File: src/rtl/dmarep_pkg.sv
package dmarep_pkg;

  typedef enum logic [2:0] {
    SEL_MEM  = 3'd0,
    SEL_IO   = 3'd1,
    SEL_WCNT = 3'd2,
    SEL_RCNT = 3'd3,
    SEL_CTRL = 3'd4
  } regSel_t;

  typedef struct packed {
    logic step;
  } ctrlStrobes_t;

endpackage

File: src/rtl/dmarep_ctrl.sv
module dmarep_ctrl (
  input  logic                     clk,
  input  logic                     rstN,
  input  logic                     xferReq,
  input  logic                     busDone,
  input  logic                     chanEn,
  output logic                     busReq,
  output dmarep_pkg::ctrlStrobes_t strobes
);
  typedef enum logic {ST_IDLE, ST_BUSY} state_t;
  state_t state;
  logic   pendReq;

  always_ff @(posedge clk or negedge rstN) begin
    if (!rstN) begin
      state   <= ST_IDLE;
      pendReq <= 1'b0;
    end else begin
      case (state)
        ST_IDLE: begin
          if (chanEn && (xferReq || pendReq)) state <= ST_BUSY;
          pendReq <= 1'b0;
        end
        ST_BUSY: begin
          if (busDone) state <= ST_IDLE;
          if (!chanEn)      pendReq <= 1'b0;
          else if (xferReq) pendReq <= 1'b1;
        end
        default: state <= ST_IDLE;
      endcase
    end
  end

  assign busReq       = (state == ST_BUSY);
  assign strobes.step = busReq && busDone;

  AST_OFF_NO_LAUNCH: assert property (@(posedge clk) disable iff (!rstN)
    (state == ST_IDLE && !chanEn) |=> !busReq);
  AST_HOLD_UNTIL_DONE: assert property (@(posedge clk) disable iff (!rstN)
    (busReq && !busDone) |=> busReq);
  AST_DONE_RELEASE: assert property (@(posedge clk) disable iff (!rstN)
    (busReq && busDone) |=> !busReq);
endmodule

File: src/rtl/dmarep_datapath.sv
module dmarep_datapath #(
  parameter int AddrW = 24,
  parameter int CntW  = 8,
  parameter int IoW   = 8
) (
  input  logic                     clk,
  input  logic                     rstN,
  input  logic                     regWrEn,
  input  dmarep_pkg::regSel_t      regSel,
  input  logic [AddrW-1:0]         regWrData,
  input  dmarep_pkg::ctrlStrobes_t strobes,
  output logic                     chanEn,
  output logic [AddrW-1:0]         srcAddr,
  output logic [AddrW-1:0]         dstAddr,
  output logic                     xferWord
);
  import dmarep_pkg::*;
  localparam int SpanW = CntW + 2;

  logic [AddrW-1:0] memAddr, memNext, stepAmt, rewind, ioAddr;
  logic [IoW-1:0]   ioLow;
  logic [CntW-1:0]  workCnt, reloadCnt;
  logic [SpanW-1:0] blockLen, span;
  logic             sizeWord, decMode, memToIo, lastXfer;
  logic             wrMem, wrIo, wrWork, wrReload, wrCtrl;

  assign wrMem    = regWrEn && (regSel == SEL_MEM);
  assign wrIo     = regWrEn && (regSel == SEL_IO);
  assign wrWork   = regWrEn && (regSel == SEL_WCNT);
  assign wrReload = regWrEn && (regSel == SEL_RCNT);
  assign wrCtrl   = regWrEn && (regSel == SEL_CTRL);

  assign lastXfer = (workCnt == CntW'(1));
  assign blockLen = (reloadCnt == '0) ? (SpanW'(1) << CntW) : SpanW'(reloadCnt);
  assign span     = sizeWord ? (blockLen << 1) : blockLen;
  assign stepAmt  = sizeWord ? AddrW'(2) : AddrW'(1);
  assign rewind   = lastXfer ? AddrW'(span) : '0;
  assign memNext  = decMode ? (memAddr - stepAmt + rewind)
                            : (memAddr + stepAmt - rewind);

  always_ff @(posedge clk or negedge rstN) begin
    if (!rstN) begin
      memAddr   <= '0;
      ioLow     <= '0;
      workCnt   <= '0;
      reloadCnt <= '0;
      chanEn    <= 1'b0;
      sizeWord  <= 1'b0;
      decMode   <= 1'b0;
      memToIo   <= 1'b0;
    end else begin
      if (wrMem)             memAddr <= regWrData;
      else if (strobes.step) memAddr <= memNext;

      if (wrWork)            workCnt <= regWrData[CntW-1:0];
      else if (strobes.step) workCnt <= lastXfer ? reloadCnt : workCnt - CntW'(1);

      if (wrIo)     ioLow     <= regWrData[IoW-1:0];
      if (wrReload) reloadCnt <= regWrData[CntW-1:0];
      if (wrCtrl) begin
        chanEn   <= regWrData[0];
        sizeWord <= regWrData[1];
        decMode  <= regWrData[2];
        memToIo  <= regWrData[3];
      end
    end
  end

  assign ioAddr   = {{(AddrW-IoW){1'b1}}, ioLow};
  assign srcAddr  = memToIo ? memAddr : ioAddr;
  assign dstAddr  = memToIo ? ioAddr : memAddr;
  assign xferWord = sizeWord;

  AST_COUNT_DEC: assert property (@(posedge clk) disable iff (!rstN)
    (strobes.step && !lastXfer && !wrWork) |=> (workCnt == $past(workCnt) - CntW'(1)));
  AST_COUNT_RELOAD: assert property (@(posedge clk) disable iff (!rstN)
    (strobes.step && lastXfer && !wrWork && !wrReload) |=> (workCnt == reloadCnt));
  AST_MEM_HOLD: assert property (@(posedge clk) disable iff (!rstN)
    (!strobes.step && !wrMem) |=> $stable(memAddr));
  AST_IO_STILL: assert property (@(posedge clk) disable iff (!rstN)
    (!wrIo) |=> $stable(ioLow));
endmodule

File: src/rtl/dma_repeat_channel.sv
module dma_repeat_channel #(
  parameter int AddrW = 24,
  parameter int CntW  = 8,
  parameter int IoW   = 8
) (
  input  logic             clk,
  input  logic             rstN,
  input  logic             xferReq,
  input  logic             regWrEn,
  input  logic [2:0]       regSel,
  input  logic [AddrW-1:0] regWrData,
  input  logic             busDone,
  output logic             busReq,
  output logic [AddrW-1:0] srcAddr,
  output logic [AddrW-1:0] dstAddr,
  output logic             xferWord
);
  dmarep_pkg::ctrlStrobes_t strobes;
  logic chanEn;

  dmarep_ctrl u_ctrl (
    .clk     (clk),
    .rstN    (rstN),
    .xferReq (xferReq),
    .busDone (busDone),
    .chanEn  (chanEn),
    .busReq  (busReq),
    .strobes (strobes)
  );

  dmarep_datapath #(.AddrW(AddrW), .CntW(CntW), .IoW(IoW)) u_dp (
    .clk       (clk),
    .rstN      (rstN),
    .regWrEn   (regWrEn),
    .regSel    (dmarep_pkg::regSel_t'(regSel)),
    .regWrData (regWrData),
    .strobes   (strobes),
    .chanEn    (chanEn),
    .srcAddr   (srcAddr),
    .dstAddr   (dstAddr),
    .xferWord  (xferWord)
  );
endmodule

File: config.mk
export PLATFORM = sky130hd
export DESIGN_NAME = dma_repeat_channel
export DESIGN_NICKNAME = d
export VERILOG_FILES = /design/src/rtl/dmarep_pkg.sv /design/src/rtl/dmarep_ctrl.sv /design/src/rtl/dmarep_datapath.sv /design/src/rtl/dma_repeat_channel.sv
export SDC_FILE = /design/constraint.sdc
export NUM_CORES = 1
export LEC_CHECK = 0
export BUFFER_PORTS_ARGS = -buffer_cell sky130_fd_sc_hd__buf_2
export CAP_MARGIN = 20
export CELL_PAD_IN_SITES_DETAIL_PLACEMENT = 0
export CELL_PAD_IN_SITES_GLOBAL_PLACEMENT = 1
export CORE_MARGIN = 2
export CORE_UTILIZATION = 30
export DETAILED_ROUTE_END_ITERATION = 6
export PLACE_DENSITY = 0.72
export SETUP_SLACK_MARGIN = 0.4
export SYNTH_ARGS = -nofsm -noshare
export SYNTH_HDL_FRONTEND = slang
export SYNTH_HIERARCHICAL = 1
export SYNTH_SLANG_ARGS = --single-unit
File: constraint.sdc
create_clock -name clk -period 9 [get_ports clk]
set_input_delay 1.8 -clock clk [delete_from_list [all_inputs] [get_ports clk]]
set_output_delay 1.8 -clock clk [all_outputs]
set_load 0.02 [all_outputs]
After elaboration in Yosys (flattened, before gate mapping):

Cells that the tools add are included.

* bits of input ports: 32
* bits in registers: 54
* word-level logic and storage cells: 52

* mux-type cells: 18
* add/sub/neg operators: 5
* bitwise operators: 1
* reductions and logical operators: 12
* equal/unequal tests: 6

Operators with widths (count)
* 2-to-1 mux 24 bit: 5
* adder 24 bit: 2
* subtractor 24 bit: 2
* 2-to-1 mux 8 bit: 3
* 2-to-1 mux 10 bit: 2
* 2-to-1 mux 9 bit: 1
* == test 8 x 1 -> 1 bit, second input constant: 1
* logical NOT 8 bit: 1
* subtractor 8 x 1 -> 8 bit, second input constant: 1
* logical AND 1 bit: 7
* == test 3 x 2 -> 1 bit, second input constant: 2
* 2-to-1 mux 1 bit: 4
* one-hot mux 1 bit (2 select lines): 2
* nonzero test 2 bit: 2
* == test 3 x 1 -> 1 bit, second input constant: 1
* == test 3 bit, second input constant: 1
* logical NOT 3 bit: 1
* inequality test 3 bit, second input constant: 1
* 2-to-1 mux 2 bit: 1
* logical OR 1 bit: 1
* inverter 1 bit: 1

Depth between registers and ports, before layout:

* depth after elaboration: 8
* mapped depth: 17

By module:

Netlist, hierarchy kept.

By module, submodules not included
* dmarep_datapath: area an instance 5253.8 um2, times used 1, cells an instance 655
* dmarep_ctrl: area an instance 80.1 um2, times used 1, cells an instance 7

Least setup slack after synthesis:

Ideal clock, no wire load.

* path kind: register -> register
* start point: reg u_dp.workCnt[3]
* end point: reg u_dp.memAddr[23]
* library setup time: 0.069 ns
* clock period less this slack: 4.493 ns
* data required time: 8.931 ns
* data arrival time: 4.424 ns
* cell stages (with the launch flop): 16
* setup slack: 4.507 ns
* path buffers: 2
* path through: dfrtp_1 -> or4_1 -> nor4b_2 -> clkbuf_1 -> nand4_1 -> ha_1 -> inv_1 -> ha_1 -> clkbuf_1 -> and4_1 -> and4_2 -> nor3_1 -> or3_4 -> and3_4 -> or4_1 -> nand3_1

* longest elaborated chain between the ends: 6
* elaborated cells between the ends (all ways): 7

RTL lines
* start, declared: RTL line dmarep_datapath.sv:22 `logic [CntW-1:0] workCnt, reloadCnt;`
* start signal, assigned: RTL line dmarep_datapath.sv:55 `if (wrWork) workCnt <= regWrData[CntW-1:0];`
* start signal, assigned: RTL line dmarep_datapath.sv:56 `else if (strobes.step) workCnt <= lastXfer ? reloadCnt : workCnt - CntW'(1);`
* == test 8 x 1 -> 1 bit *: RTL line dmarep_datapath.sv:33 `assign lastXfer = (workCnt == CntW'(1));`
* 2-to-1 mux 10 bit *: RTL line dmarep_datapath.sv:37 `assign rewind = lastXfer ? AddrW'(span) : '0;`
* subtractor 24 bit / adder 24 bit (equally long branches): RTL line dmarep_datapath.sv:39, dmarep_datapath.sv:38
* 2-to-1 mux 24 bit *: RTL line dmarep_datapath.sv:38 `assign memNext = decMode ? (memAddr - stepAmt + rewind)`
* 2-to-1 mux 24 bit *: RTL line dmarep_datapath.sv:53 `else if (strobes.step) memAddr <= memNext;`
* 2-to-1 mux 24 bit *: RTL line dmarep_datapath.sv:52 `if (wrMem) memAddr <= regWrData;`
* end signal, assigned: RTL line dmarep_datapath.sv:52
* end signal, assigned: RTL line dmarep_datapath.sv:53
* end, declared: RTL line dmarep_datapath.sv:20 `logic [AddrW-1:0] memAddr, memNext, stepAmt, rewind, ioAddr;`

Every way passes the cells marked *; elsewhere a longest branch is shown, timed or not. The select of a mux whose other input is x is not followed.
A chain may end at the register's enable or synchronous reset.

Final worst setup path:

* start point: reg u_dp.workCnt[3]
* end point: reg u_dp.memAddr[22]

The elaborated chain is that of the path after synthesis.

==> results.txt <==
The net total in the final layout came out at 812. The total routing usage reported by global routing is 0.1666. Setup violations remaining at the end of the flow were counted as 0. The final weighted congestion in routability-driven placement came out at between 0.8 and 0.9. The area of the core is about 0.017 sq mm. STA classifies the critical path startpoint as a register. The number of buffers created by CTS is 5. For this design the static power due to leakage is 0.002705 uW. The average via count per standard cell is just over 5. At the worst endpoint, the required time is slightly above 9000 ps. After clock tree synthesis, the flow added hold-fix buffers numbering 0. The count of different cell masters after synthesis came out at 72. The largest driver fanout on the critical path is 18. The post-route standard cell area excluding fillers came out at between 0.006 and 0.007 sq mm. Counting the fill cells in the layout gives approximately 1.9k. The power density over the cells came out at between 400 and 500 mW/mm^2. The number of buffers on the longest clock path came out at 2. Global routing finished with a remaining overflow of 0. The number of nets still failing antenna checks after routing is 0. The total count of max-transition violations in the final report came to 0. The clock arrives with roughly 4.9 ps of skew. The tool flagged a number of max-cap violations equal to 0. Summing every instance area after synthesis gives ~0.0053 sq mm. The overall via count from detail_route came out at 4884. The placed wire-length estimate after detailed placement came out at 11660 um. TritonCTS built the clock tree. The post-synthesis instance total came out at between 600 and 700. Averaged over all synthesized cells, the footprint is between 8 and 9 sq um.

Clock-pin slew was measured on the worst setup and hold paths at 80 ps. The post-synthesis async set-or-reset flop share came out at 1.000. The net count after synthesis came out at ~750.

The sum of routed wire length over all layers is 15220 um. The number of iterations in the first detailed-routing pass came out at 4. The area growth from synthesis to layout is 13.96%. The tree built by TritonCTS fans out to 54 sinks.

The deepest level of the CTS H-tree came out at 2. The antenna diode instance count came out at 0. The buffers inserted during post-CTS setup optimization came out at 0. The most used flip-flop cell after synthesis is sky130_fd_sc_hd__dfrtp_1. The flip-flop and latch count after synthesis came out at 54.

In the final layout, the share of cells above drive strength 1 is 0.2218. VDD sags by at most 139.3 uV. The number of antenna violations at the first check in global routing is 0. The number of hold violations in the final report came to 0. After detailed routing, the average wire length per cell comes to 16.01 um. The global-route wire length before repair came out at approximately 25000 um. Setup repair after global routing left no endpoint under its margin. The critical path arrival is 4810 ps. The class of the most critical setup path is register to register. The measured slew at the worst slew-check pin is about 1000 ps. 82 I/O pins were placed. The number of flops mapped to enable cells by yosys came out at 0. The total of warnings raised by yosys is 6. The final setup TNS is 0 ps.

The maximum number of pins on one net before global-route repair came out at between 50 and 60. The cell sitting at the root of the clock tree is a sky130_fd_sc_hd__clkbuf_16. The total of buffers placed on input and output ports is between 80 and 90. The worst setup path is captured at a register. The clock period could shrink to between 4000 and 5000 ps. The number of rows created at floorplan is 48. The floorplan die area is ~0.019 sq mm. The ratio of final minimum period to clock period is 0.5076. The die is ~140 um wide. The initial core utilization is 0.3073.

The vertical extent of the die came out at 137.3 um. The instance area after placement is between 0.005 and 0.006 sq mm. The proportion of synthesized chip area in sequential cells came out at 0.2533. Headroom to the max-slew limit came out at 0.3039. The type of the worst min-delay path is register to register.

The run finished with clean final reports. For the worst-skew pair, the clock arrives at the later sink with an insertion delay of ~300 ps. The first routing iteration left about 220 violations. Post-CTS repair changed the size of 0 cells. The DRC violation count after routing is 0. The number of global-route vias before repair is between 4k and 5k.

Static timing analysis puts the maximum clock frequency at 0.2189 GHz.
## synthesized netlist by cell type, types with 5 or more instances
master | instances | area share
sky130_fd_sc_hd__nand2_1 | 91 | 0.064
sky130_fd_sc_hd__inv_1 | 57 | 0.040
sky130_fd_sc_hd__dfrtp_1 | 54 | 0.25
sky130_fd_sc_hd__ha_1 | 53 | 0.12
sky130_fd_sc_hd__o21ai_0 | 46 | 0.043
sky130_fd_sc_hd__mux2_2 | 34 | 0.072
sky130_fd_sc_hd__nor2_1 | 33 | 0.023
sky130_fd_sc_hd__a21oi_1 | 29 | 0.027
sky130_fd_sc_hd__clkbuf_1 | 26 | 0.018
sky130_fd_sc_hd__o21ai_1 | 18 | 0.017
sky130_fd_sc_hd__nand3_1 | 17 | 0.016
sky130_fd_sc_hd__a211oi_1 | 16 | 0.023
sky130_fd_sc_hd__or2_2 | 16 | 0.019
sky130_fd_sc_hd__xnor2_1 | 14 | 0.023
sky130_fd_sc_hd__mux2i_1 | 11 | 0.021
sky130_fd_sc_hd__nor3_1 | 11 | 0.010
sky130_fd_sc_hd__o211ai_1 | 10 | 0.014
sky130_fd_sc_hd__xor2_1 | 10 | 0.016
sky130_fd_sc_hd__nand2b_1 | 8 | 0.0094
sky130_fd_sc_hd__a21o_1 | 7 | 0.0099
sky130_fd_sc_hd__or3_1 | 5 | 0.0059
## worst max-delay path, stage by stage (launching register included)
cell	delay (ps)
sky130_fd_sc_hd__dfrtp_1	420
sky130_fd_sc_hd__or4_1	590
sky130_fd_sc_hd__nor4b_2	240
sky130_fd_sc_hd__buf_4	260
sky130_fd_sc_hd__nand4_1	180
sky130_fd_sc_hd__ha_1	340
sky130_fd_sc_hd__inv_1	50
sky130_fd_sc_hd__ha_1	400
sky130_fd_sc_hd__and3_1	190
sky130_fd_sc_hd__a211oi_1	250
sky130_fd_sc_hd__nor3b_1	90
sky130_fd_sc_hd__o32ai_1	710
sky130_fd_sc_hd__o21a_1	250
sky130_fd_sc_hd__o21bai_1	100
sky130_fd_sc_hd__or3_1	350
sky130_fd_sc_hd__nand3_1	80
## flip-flops by register name (all words and copies together) (netlist names)
name            cells
u_ctrl/busReq       1
u_ctrl/pendReq      1
u_dp/chanEn         1
u_dp/decMode        1
u_dp/ioLow          8
u_dp/memAddr       24
u_dp/memToIo        1
u_dp/reloadCnt      8
u_dp/workCnt        8
u_dp/xferWord       1
## cell usage in the layout, fill, tap and decap left out, types with 4 or more instances in the layout
cell                        netlist  final
sky130_fd_sc_hd__a211oi_1        16     16
sky130_fd_sc_hd__a21o_1           7      7
sky130_fd_sc_hd__a21oi_1         29     29
sky130_fd_sc_hd__and2_1           4      4
sky130_fd_sc_hd__and3_1           4      4
sky130_fd_sc_hd__buf_2            0     81
sky130_fd_sc_hd__buf_4            0      5
sky130_fd_sc_hd__clkbuf_16        0      5
sky130_fd_sc_hd__dfrtp_1         54     53
sky130_fd_sc_hd__ha_1            53     53
sky130_fd_sc_hd__inv_1           57     57
sky130_fd_sc_hd__mux2_2          34     34
sky130_fd_sc_hd__mux2i_1         11     11
sky130_fd_sc_hd__nand2_1         91     91
sky130_fd_sc_hd__nand2b_1         8      8
sky130_fd_sc_hd__nand3_1         17     17
sky130_fd_sc_hd__nand4_1          4      4
sky130_fd_sc_hd__nor2_1          33     33
sky130_fd_sc_hd__nor2b_1          4      4
sky130_fd_sc_hd__nor3_1          11     11
sky130_fd_sc_hd__nor4_1           4      4
sky130_fd_sc_hd__o211ai_1        10     10
sky130_fd_sc_hd__o21a_1           4      4
sky130_fd_sc_hd__o21ai_0         46     46
sky130_fd_sc_hd__o21ai_1         18     18
sky130_fd_sc_hd__o21bai_1         4      4
sky130_fd_sc_hd__o22ai_1          4      4
sky130_fd_sc_hd__o311ai_0         4      4
sky130_fd_sc_hd__o31ai_1          4      4
sky130_fd_sc_hd__or2_2           16     16
sky130_fd_sc_hd__or3_1            5      5
sky130_fd_sc_hd__xnor2_1         14     14
sky130_fd_sc_hd__xor2_1          10     10
## cells by family after synthesis
group / synth area share
buf+inv: 0.06521
compound gates: 0.2146
mux: 0.09242
fa+ha+maj: 0.1318
flops: 0.2533
simple gates: 0.2031
xor+xnor: 0.03941
## metal layers
layer  wire length [um]  vias up  GRT usage
met5                  0        -          0
met4                151        0    0.03265
met3                529       14    0.02244
met2               6868       98     0.2745
met1               7672     2291     0.2333
li1                   -     2481          -
## final timing paths
| kind | from | endpoint | slack, ps | depth (start not counted) |
|---|---|---|---|---|
| min in group asynchronous | rstN | u_dp/memAddr[17] | 1640 | 2 |
| worst min-delay path | u_dp/chanEn | u_dp/chanEn | 510 | 1 |
| max in group asynchronous | rstN | u_dp/memToIo | 6820 | 2 |
| worst min register to register | u_dp/chanEn | u_dp/chanEn | 510 | 1 |
| worst max register to register | u_dp/workCnt[3] | u_dp/memAddr[22] | 4430 | 15 |
| worst max-delay path | u_dp/workCnt[3] | u_dp/memAddr[22] | 4430 | 15 |
## area by class of cell
| type | instances | area (sq um) | share of cell area |
|---|---|---|---|
| well taps | 225 | 281.5 | 0.04632 |
| clock inverters | 3 | 23.77 | 0.003911 |
| inverters | 58 | 217.7 | 0.03582 |
| flip-flops and latches | 54 | 1353 | 0.2225 |
| clock buffers | 5 | 125.1 | 0.02058 |
| repair buffers | 86 | 442.9 | 0.07287 |
| multi-input cells | 520 | 3635 | 0.5980 |
## power breakdown
part / switching, uW / internal (uW) / leakage [uW]
registers: 120 / 337 / 0.000646
clock network: 99.7 / 105 / 0.0000664
logic: 1090 / 756 / 0.00199
total: 1310 / 1200 / 0.00271
## through the flow
stage	instances	hold slack, ps	setup WS, ps	util	total power (uW)
3_5_place_dp	943	493.4	4486	0.3416	2303
5_1_grt	951	528.7	4061	0.3502	2779
6_report	951	514.3	4432	0.3502	2510
3_3_place_gp	943	494.3	4511	0.3416	2314
2_1_floorplan	662	477.2	4507	-	1846
4_1_cts	951	517.3	4468	0.3502	2524
Note: power is estimated with default switching activity, not from simulation.
